**src/rtl/ubs_pkg.sv**
```systemverilog
package ubs_pkg;

    // Field order is the software-visible bit layout, MSB first.
    typedef struct packed {
        logic wr_err;
        logic stop_sel;
        logic tx_empty;
        logic tx_full;
        logic rx_idle;
        logic xon;
        logic rx_empty;
        logic rx_full;
    } ubs_reg_t;

    localparam int BIT_ERR  = 7;
    localparam int BIT_STOP = 6;
    localparam int BIT_TXE  = 5;
    localparam int BIT_RXE  = 1;

    localparam ubs_reg_t UBS_RESET = '{wr_err: 1'b0, stop_sel: 1'b0, tx_empty: 1'b1,
                                       tx_full: 1'b0, rx_idle: 1'b1, xon: 1'b1,
                                       rx_empty: 1'b1, rx_full: 1'b0};

    function automatic logic wants_flush(input logic wr, input logic [7:0] d, input int pos);
        return wr && d[pos];
    endfunction

endpackage

```
**src/rtl/ubs_occ_status.sv**
```systemverilog
module ubs_occ_status #(
    parameter int DEPTH = 4,
    localparam int CW = $clog2(DEPTH + 1)
) (
    input  logic          clk,
    input  logic          rst,
    input  logic          flush_req,
    input  logic [CW-1:0] count,
    output logic          empty,
    output logic          full,
    output logic          flush_pulse
);
    logic hold;

    // The pulse register doubles as the second cycle of the forced-empty window.
    assign hold = flush_req || flush_pulse;

    always_ff @(posedge clk) begin
        if (rst) begin
            flush_pulse <= 1'b0;
            empty       <= 1'b1;
            full        <= 1'b0;
        end else begin
            flush_pulse <= flush_req;
            empty       <= hold || (count == '0);
            full        <= !hold && (count == CW'(DEPTH));
        end
    end

    AST_FLUSH_FORCES_EMPTY: assert property (@(posedge clk) disable iff (rst)
        flush_pulse |-> (empty && !full));
    AST_FLUSH_AFTER_REQ: assert property (@(posedge clk) disable iff (rst)
        flush_req |=> flush_pulse);
    AST_EMPTY_FULL_EXCL: assert property (@(posedge clk) disable iff (rst)
        !(empty && full));
    AST_ZERO_GIVES_EMPTY: assert property (@(posedge clk) disable iff (rst)
        (count == '0) |=> empty);

endmodule

```
**src/rtl/ubs_err_flag.sv**
```systemverilog
module ubs_err_flag (
    input  logic clk,
    input  logic rst,
    input  logic set_evt,
    input  logic clr_req,
    output logic err
);
    always_ff @(posedge clk) begin
        if (rst)          err <= 1'b0;
        else if (set_evt) err <= 1'b1;   // a hardware event wins over a clear
        else if (clr_req) err <= 1'b0;
    end

    AST_ERR_SET_ON_EVENT: assert property (@(posedge clk) disable iff (rst)
        set_evt |=> err);
    AST_ERR_STICKY: assert property (@(posedge clk) disable iff (rst)
        (err && !clr_req) |=> err);

endmodule

```
**src/rtl/uart_bufstat.sv**
```systemverilog
module uart_bufstat #(
    parameter int TX_DEPTH = 16,
    parameter int RX_DEPTH = 16,
    localparam int TXW = $clog2(TX_DEPTH + 1),
    localparam int RXW = $clog2(RX_DEPTH + 1)
) (
    input  logic           clk,
    input  logic           rst,
    input  logic           reg_wr,
    input  logic [7:0]     reg_wdata,
    output logic [7:0]     reg_rdata,
    input  logic           tx_wr,
    output logic           tx_push,
    input  logic [TXW-1:0] tx_count,
    input  logic [RXW-1:0] rx_count,
    input  logic           rx_idle,
    input  logic           xon_state,
    output logic           tx_flush,
    output logic           tx_shift_flush,
    output logic           rx_flush,
    output logic           stop_mode
);
    import ubs_pkg::*;

    ubs_reg_t view;
    logic     tx_full_now;
    logic     txe, txf, rxe, rxf, err;
    logic     stop_q, idle_q, xon_q;

    assign tx_full_now = (tx_count == TXW'(TX_DEPTH));
    assign tx_push     = tx_wr && !tx_full_now;

    ubs_occ_status #(.DEPTH(TX_DEPTH)) u_tx_occ (
        .clk(clk), .rst(rst),
        .flush_req(wants_flush(reg_wr, reg_wdata, BIT_TXE)),
        .count(tx_count), .empty(txe), .full(txf), .flush_pulse(tx_flush)
    );

    ubs_occ_status #(.DEPTH(RX_DEPTH)) u_rx_occ (
        .clk(clk), .rst(rst),
        .flush_req(wants_flush(reg_wr, reg_wdata, BIT_RXE)),
        .count(rx_count), .empty(rxe), .full(rxf), .flush_pulse(rx_flush)
    );

    assign tx_shift_flush = tx_flush;

    ubs_err_flag u_err (
        .clk(clk), .rst(rst),
        .set_evt(tx_wr && tx_full_now),
        .clr_req(reg_wr && !reg_wdata[BIT_ERR]),
        .err(err)
    );

    always_ff @(posedge clk) begin
        if (rst) begin
            stop_q <= UBS_RESET.stop_sel;
            idle_q <= UBS_RESET.rx_idle;
            xon_q  <= UBS_RESET.xon;
        end else begin
            if (reg_wr) stop_q <= reg_wdata[BIT_STOP];
            idle_q <= rx_idle;
            xon_q  <= xon_state;
        end
    end

    always_comb begin
        view.wr_err   = err;
        view.stop_sel = stop_q;
        view.tx_empty = txe;
        view.tx_full  = txf;
        view.rx_idle  = idle_q;
        view.xon      = xon_q;
        view.rx_empty = rxe;
        view.rx_full  = rxf;
    end

    assign reg_rdata = view;
    assign stop_mode = stop_q;

    AST_NO_PUSH_WHEN_FULL: assert property (@(posedge clk) disable iff (rst)
        tx_push |-> (tx_count < TXW'(TX_DEPTH)));
    AST_TX_PULSES_PAIRED: assert property (@(posedge clk) disable iff (rst)
        tx_flush |-> $past(reg_wr && reg_wdata[BIT_TXE]));
    AST_STOP_WRITE: assert property (@(posedge clk) disable iff (rst)
        reg_wr |=> (stop_mode == $past(reg_wdata[BIT_STOP])));
    AST_RX_FLUSH_ONLY_ON_WRITE: assert property (@(posedge clk) disable iff (rst)
        rx_flush |-> $past(reg_wr && reg_wdata[BIT_RXE]));

endmodule

```
**config.mk**
```make
export PLATFORM = sky130hd
export DESIGN_NAME = uart_bufstat
export DESIGN_NICKNAME = d
export VERILOG_FILES = /design/src/rtl/ubs_pkg.sv /design/src/rtl/ubs_occ_status.sv /design/src/rtl/ubs_err_flag.sv /design/src/rtl/uart_bufstat.sv
export SDC_FILE = /design/constraint.sdc
export NUM_CORES = 1
export LEC_CHECK = 0
export BUFFER_PORTS_ARGS = -buffer_cell sky130_fd_sc_hd__buf_2
export CORE_AREA = 2 2 39 41
export DETAILED_ROUTE_END_ITERATION = 8
export DIE_AREA = 0 0 41 43
export PLACE_DENSITY = 0.66
export RECOVER_POWER = 100
export SYNTH_ARGS = -nofsm -noshare
export SYNTH_HDL_FRONTEND = slang
export SYNTH_SLANG_ARGS = --single-unit
```
**constraint.sdc**
```tcl
create_clock -name clk -period 1 [get_ports clk]
set_input_delay 0.05 -clock clk [delete_from_list [all_inputs] [get_ports clk]]
set_output_delay 0.05 -clock clk [all_outputs]
set_load 0.05 [all_outputs]
```
==> out/metrics.yaml, run 1 <==
critical_path:
  cp_slowest_cell: "dfxtp_1"
  critPathRequiredTime_ns: 0.95
  cp.depth: 1
  critPathCaptureType: "output port"
  worstPathMaxFanout: 3
  path_cells: "clkbuf_2"
  crit_path_max_incr_delay_ns: 0.35
  r2r_slack_ns: 0.17
  start_kind: "flip-flop"
  worstSetupStartpoint: "stop_mode"
  timing.rr.start: "u_rx_occ.flush_pulse"
  r2r-end: "u_rx_occ.full"
  reg2reg_depth: 2
  timing_worst_setup_path_type: "flip-flop to output port"
  worst-path-buf-inv: 1
  crit_family: "flip-flops"
  crit_end: "stop_mode"
  arrival_ns: 0.89
logic_synthesis:
  avgSynthCellArea_um2: 10.4
  yosysUniqueCellTypes: 18
  netlist_area_um2: 418
  syn_inst: 40
  ys_ff_latch: 10
  yosysTopAreaCell: "dfxtp_1"
  synth_top_area_share_pct: 47.9
  synth_warnings: 0
  synthesis.nets: 64
  yosys-top-cells-area: "dfxtp_1 48%, buf_4 16%, and3b_1 4.2%"
  ys_seq_area_share_pct: 47.9
placed_design:
  dp_slack_ns: 0.0760
  dpl-instance-area_um2: 532
  gp_congestion: 0.591
  hpwl_um: 652
  port_buffers: 32
clocking:
  root_buffer: "clkbuf_4"
  cts_buffer_depth: 2
  h-tree-depth: 1
  clk_pin_slew_ns: 0.07
  insertion_delay_ns: 0.26
  cts_tree: "done"
  cts-resized-gates: 0
  cts_buffers: 3
  cts.sinks: 10
global_route:
  antenna_found_initial: 0
  grt_pass1_wl_mm: 1.27
  grt_pass1_vias: 349
  grt_max_degree: 10
  grt.overflow.total: 0
  gr-usage-all-layers_pct: 11.0
power_and_ir_drop:
  power.density_nw_per_um2: 1640
  finalPower_uw: 967
  vdd_drop_max_mv: 0.645
  power_leakage_nw: 0.296
drt:
  vias_per_cell: 4.30
  drt_wl_total_um: 839
  ant_nets: 0
  vias: 370
  wl_per_cell_um: 9.76
  first_pass_iters: 3
  drcViolationCount: 0
  first_iter_violations: 7
worst_hold_path:
  min_path_type: "primary input to flip-flop"
  min_from: "reg_wdata[1]"
die:
  core_area_um2: 1380
  ios: 37
  initial_core_util_pct: 30.2
  die_h_um: 43
  dieArea_um2: 1760
  die_w_um: 41
  row_count: 14
sta:
  finalHoldViolations: 0
  rsz0062_at_grt: "no"
  finalCritPeriodShare_pct: 93.9
  setup_tns_ns: 0
  tightest_slew_ns: 0.340
  worst_slack_ns: 0.0613
  fin_skew_ns: 0.00675
  slew-limit-headroom_pct: 77.1
  min_period_ns: 0.939
  drv_slew: 0
  max_freq_mhz: 1070
  finalSetupViolCount: 0
layout:
  drive_above_1_share_pct: 54.3
  layout.nets: 95
  multi_input_area_um2: 138
  n_fill_cell: 150
  utilization_pct: 42.7
  fin_area_um2: 591
  diodes: 0
  ff_latch_area_um2: 201
  layout_commonest_cell: "buf_2"
  layout_common_cells: "19 x buf_2, 11 x clkbuf_2, 9 x dfxtp_1"
  syn_to_final_growth_pct: 41.3
status:
  outcome: "complete, no violations"
flow_run:
  max_cap_violations: 0
[layer usage]
metal	GRT usage, %	vias up	wire (µm)
met2	19.4	17	448
met4	8.00	0	0
met3	4.71	0	61
met5	0	-	0
met1	8.47	162	329
li1	-	191	-
[synth_stat cells]
master    instances
nand3b_1          1
nor2b_1           1
or4_4             1
mux2i_1           1
nor4_1            1
dfxtp_1          10
nor2_1            1
nor3b_2           1
a211oi_1          2
a21boi_0          1
o21ai_1           2
and3b_1           2
and3_1            1
o32ai_1           1
buf_4             9
inv_1             2
or2_2             2
or4_1             1
[registers in the layout, indices dropped and copies added, names as in the netlist]
signal / cells
idle_q: 1
stop_mode: 1
u_err.err: 1
u_rx_occ.empty: 1
u_rx_occ.flush_pulse: 1
u_rx_occ.full: 1
u_tx_occ.empty: 1
u_tx_occ.flush_pulse: 1
u_tx_occ.full: 1
xon_q: 1
[worst min path at each step]
stage,end,slack [ns],cells past startpoint
5_1_grt,stop_mode,0.02,3
3_5_place_dp,idle_q,0.24,2
3_3_place_gp,idle_q,0.23,2
4_1_cts,u_tx_occ.empty,0.01,2
2_1_floorplan,stop_mode,0.12,1
6_report,u_rx_occ.empty,0.03,3
[report_power, final]
group	internal [mW]	switching (mW)
combinational	0.0654	0.121
clock	0.221	0.138
sequential	0.415	0.00601
[logic make-up after synthesis]
family                 count (synthesis)  share of synthesized area, %
AO/OA/AOI/OAI                          6                          9.88
buffers and inverters                 11                          18.0
flip-flops                            10                          47.9
multiplexers                           1                          2.40
AND/OR/NAND/NOR                       12                          21.9
[timing repair]
action | 4_1_cts | 5_1_grt
hold buffers | 3 | 0
endpoints found under the hold margin | 3 | 0
buffers inserted | 0 | 0
endpoints found under the setup margin | 0 | 0
[cell type report]
cell class	instances	area share, %
Sequential cell	10	34.1
Timing Repair Buffer	35	31.8
Multi-Input combinational cell	19	23.3
Clock buffer	4	6.14
Tap cell	16	3.39
Inverter	2	1.27
[metrics by stage]
step / std cells / hold WS (ns)
2_1_floorplan: 40 / 0.122
3_3_place_gp: 79 / 0.235
3_5_place_dp: 79 / 0.235
4_1_cts: 86 / 0.0131
5_1_grt: 86 / 0.0152
6_report: 86 / 0.0331
Note: power is estimated with default switching activity, not from simulation.
==> inputs of run 2 (changes only) <==
--- a/config.mk
+++ b/config.mk
@@ -7,7 +7,7 @@
 export LEC_CHECK = 0
 export BUFFER_PORTS_ARGS = -buffer_cell sky130_fd_sc_hd__buf_2
-export CORE_AREA = 2 2 39 41
+export CORE_AREA = 3 3 40 42
 export DETAILED_ROUTE_END_ITERATION = 8
-export DIE_AREA = 0 0 41 43
+export DIE_AREA = 0 0 43 45
 export PLACE_DENSITY = 0.66
 export RECOVER_POWER = 100
==> constraint.sdc (replaced) <==
create_clock -name clk -period 1 [get_ports clk]
set_input_delay 0.05 -clock clk [delete_from_list [all_inputs] [get_ports clk]]
set_output_delay 0.05 -clock clk [all_outputs]
set_load 0.1 [all_outputs]
==> run 2 against run 1 <==
  * Clock-buffer cell count unchanged
  * Flip-flop and latch count unchanged
  * Via count rose by 7.8%
  * Final cell count down 1.2%
  * Final area up 9.7%
  * Combinational power is 61% higher
  * Clock power is 21% lower
  * Clock skew fell by 0.0012 ns
  * Critical path depth is the same
  * Critical endpoint is now reg_rdata[7]
==> out/metrics.yaml, run 2 (synthesized netlist as in run 1, its figures left out) <==
die:
  die_h_um: 45  # +4.7%
  core_area_um2: 1280  # -7.1%
  row_count: 13  # -1
  dieArea_um2: 1940  # +9.8%
  ios: 37  # unchanged
  initial_core_util_pct: 32.5  # +2.3 points
  die_w_um: 43  # +4.9%
power_and_ir_drop:
  vdd_drop_max_mv: 0.649  # +0.59%
  internal_power_uw: 651  # -7.2%
  netSwitchingFraction_pct: 35.0  # +7.6 points
  power.density_nw_per_um2: 1550  # -5.6%
  seq_power_share_pct: 42.0  # -1.6 points
  finalPower_mw: 1.00  # +3.6%
  clkPwrFrac_pct: 28.1  # -9.0 points
  switchingPower_uw: 351  # +32%
  comb_power_share_pct: 29.9  # +11 points
  power_leakage_nw: 0.305  # +3.0%
sta:
  finalSetupViolCount: 0  # unchanged
  max_freq_mhz: 1090  # +2.0%
  finalHoldViolations: 0  # unchanged
  tightest_slew_ns: 0.486  # +0.146 ns
  finalCritPeriodShare_pct: 92.1  # -1.8 points
  drv_slew: 0  # unchanged
  min_period_ns: 0.921  # -0.0180 ns
  worst_slack_ns: 0.0792  # +0.0180 ns
  rsz0062_at_grt: "no"
  fin_skew_ns: 0.00559  # -0.00115 ns
  slew-limit-headroom_pct: 67.8  # -9.3 points
placed_design:
  dp_slack_ns: -0.00765  # -0.0836 ns
  port_buffers: 32  # unchanged
  dpl.cell_count: 78  # -1.3%
  hpwl_um: 789  # +21%
  gp_congestion: 0.602  # +1.8%
critical_path:
  worst-path-buf-inv: 1  # unchanged
  crit_path_max_incr_delay_ns: 0.32  # -0.03 ns
  arrival_ns: 0.87  # -0.02 ns
  path_cells: "buf_4"
  crit_family: "flip-flops"
  cp_slowest_cell: "dfxtp_1"
  worstPathMaxFanout: 2  # -1
  critPathRequiredTime_ns: 0.95  # about the same
  worstSetupStartpoint: "u_err.err"
  critPathCaptureType: "output port"
  start_kind: "flip-flop"
  timing.rr.start: "u_rx_occ.flush_pulse"
  timing_worst_setup_path_type: "flip-flop to output port"
worst_hold_path:
  min_from: "reg_wdata[6]"
  min_path_type: "primary input to flip-flop"
layout:
  drive_above_1_share_pct: 58.6  # +4.3 points
  syn_to_final_growth_pct: 55.1
  layout.nets: 95  # unchanged
  layout_common_cells: "18 x buf_2, 7 x dfxtp_1, 7 x buf_4"
  layout_commonest_cell: "buf_2"
  diodes: 0  # unchanged
  instances_no_fill: 85  # -1.2%
drt:
  drcViolationCount: 0  # unchanged
  ant_nets: 0  # unchanged
  first_iter_violations: 2  # -5
  vias_per_cell: 4.69  # +9.1%
  vias: 399  # +7.8%
  drt_wl_total_um: 994  # +18%
  first_pass_iters: 3  # unchanged
  wl_per_cell_um: 11.7  # +20%
global_route:
  grt_pass1_vias: 357  # +2.3%
  grt_pass1_wl_mm: 1.44  # +14%
  grt.overflow.total: 0  # unchanged
  gr-usage-all-layers_pct: 10.9  # -0.091 points
  grt_max_degree: 10  # unchanged
  antenna_found_initial: 0  # unchanged
clocking:
  root_buffer: "clkbuf_4"
  insertion_delay_ns: 0.26  # about the same
  cts_buffer_depth: 2  # unchanged
  cts_tree: "done"
  cts.sinks: 10  # unchanged
  clk_pin_slew_ns: 0.06  # about the same
  cts_setup_buffers: 0  # unchanged
  cts_buffers: 3  # unchanged
  h-tree-depth: 1  # unchanged
flow_run:
  max_cap_violations: 0  # unchanged
status:
  outcome: "complete, no violations"
[run 2: changes by cell type in the layout (fill, tap and decap cells not counted), moves of 2 or more]
cell / change
dfxtp_4: +3
buf_6: +5
dfxtp_1: -2
clkbuf_2: -11
buf_4: +7
[run 2: what timing repair did]
action	CTS	global route
gates resized for setup	1	0
hold buffers	3	0
hold endpoints to repair	3	0
setup endpoints to repair	1	0
[run 2: power by group through the flow]
stage               sequential, mW  clock, mW  combinational [mW]
floorplan                    0.467          0               0.182
global placement             0.438          0               0.334
detailed placement           0.440          0               0.338
CTS                          0.431      0.301               0.350
global route                 0.422      0.316               0.313
finish                       0.420      0.282               0.299
[run 2: worst paths after layout]
kind | to | slack (ns) | cells after the start
max reg2reg | u_rx_occ.full | 0.14 | 2
min reg2reg | u_err.err | 0.47 | 2
min | stop_mode | 0.02 | 3
max | reg_rdata[7] | 0.08 | 1
[run 2: per-stage QoR]
stage / hold slack [ns] / util, % / area [µm²] / TNS, ns
2_1_floorplan: 0.113 / - / 433 / 0
3_3_place_gp: 0.233 / 56.4 / 724 / -0.0164
3_5_place_dp: 0.239 / 56.4 / 724 / -0.00765
4_1_cts: 0.00435 / 61.2 / 787 / 0
5_1_grt: 0.0259 / 50.4 / 648 / 0
6_report: 0.0183 / 50.4 / 648 / 0
[run 2: area by class of cell]
class	count	area, µm²
Timing Repair Buffer	35	236
Multi-Input combinational cell	19	148
Sequential cell	10	211
Inverter	2	7.51
Clock buffer	4	26.3
Tap cell	15	18.8
Fill cell	142	637
[run 2: routing by layer]
| metal | share of wire (%) | wire length (µm) | vias to the layer above | global-route usage [%] |
|---|---|---|---|---|
| met5 | 0 | 0 | - | 0 |
| met4 | 1.6 | 16 | 0 | 7.23 |
| met3 | 4.5 | 45 | 2 | 6.37 |
| met2 | 56 | 561 | 17 | 19.2 |
| met1 | 37 | 371 | 189 | 9.34 |
| li1 | - | - | 191 | - |
[run 2: worst reg2reg max path, stage by stage, from the launching register on]
cell and delay [ns]:
dfxtp_4 0.34, a211oi_1 0.21, nor3b_1 0.22
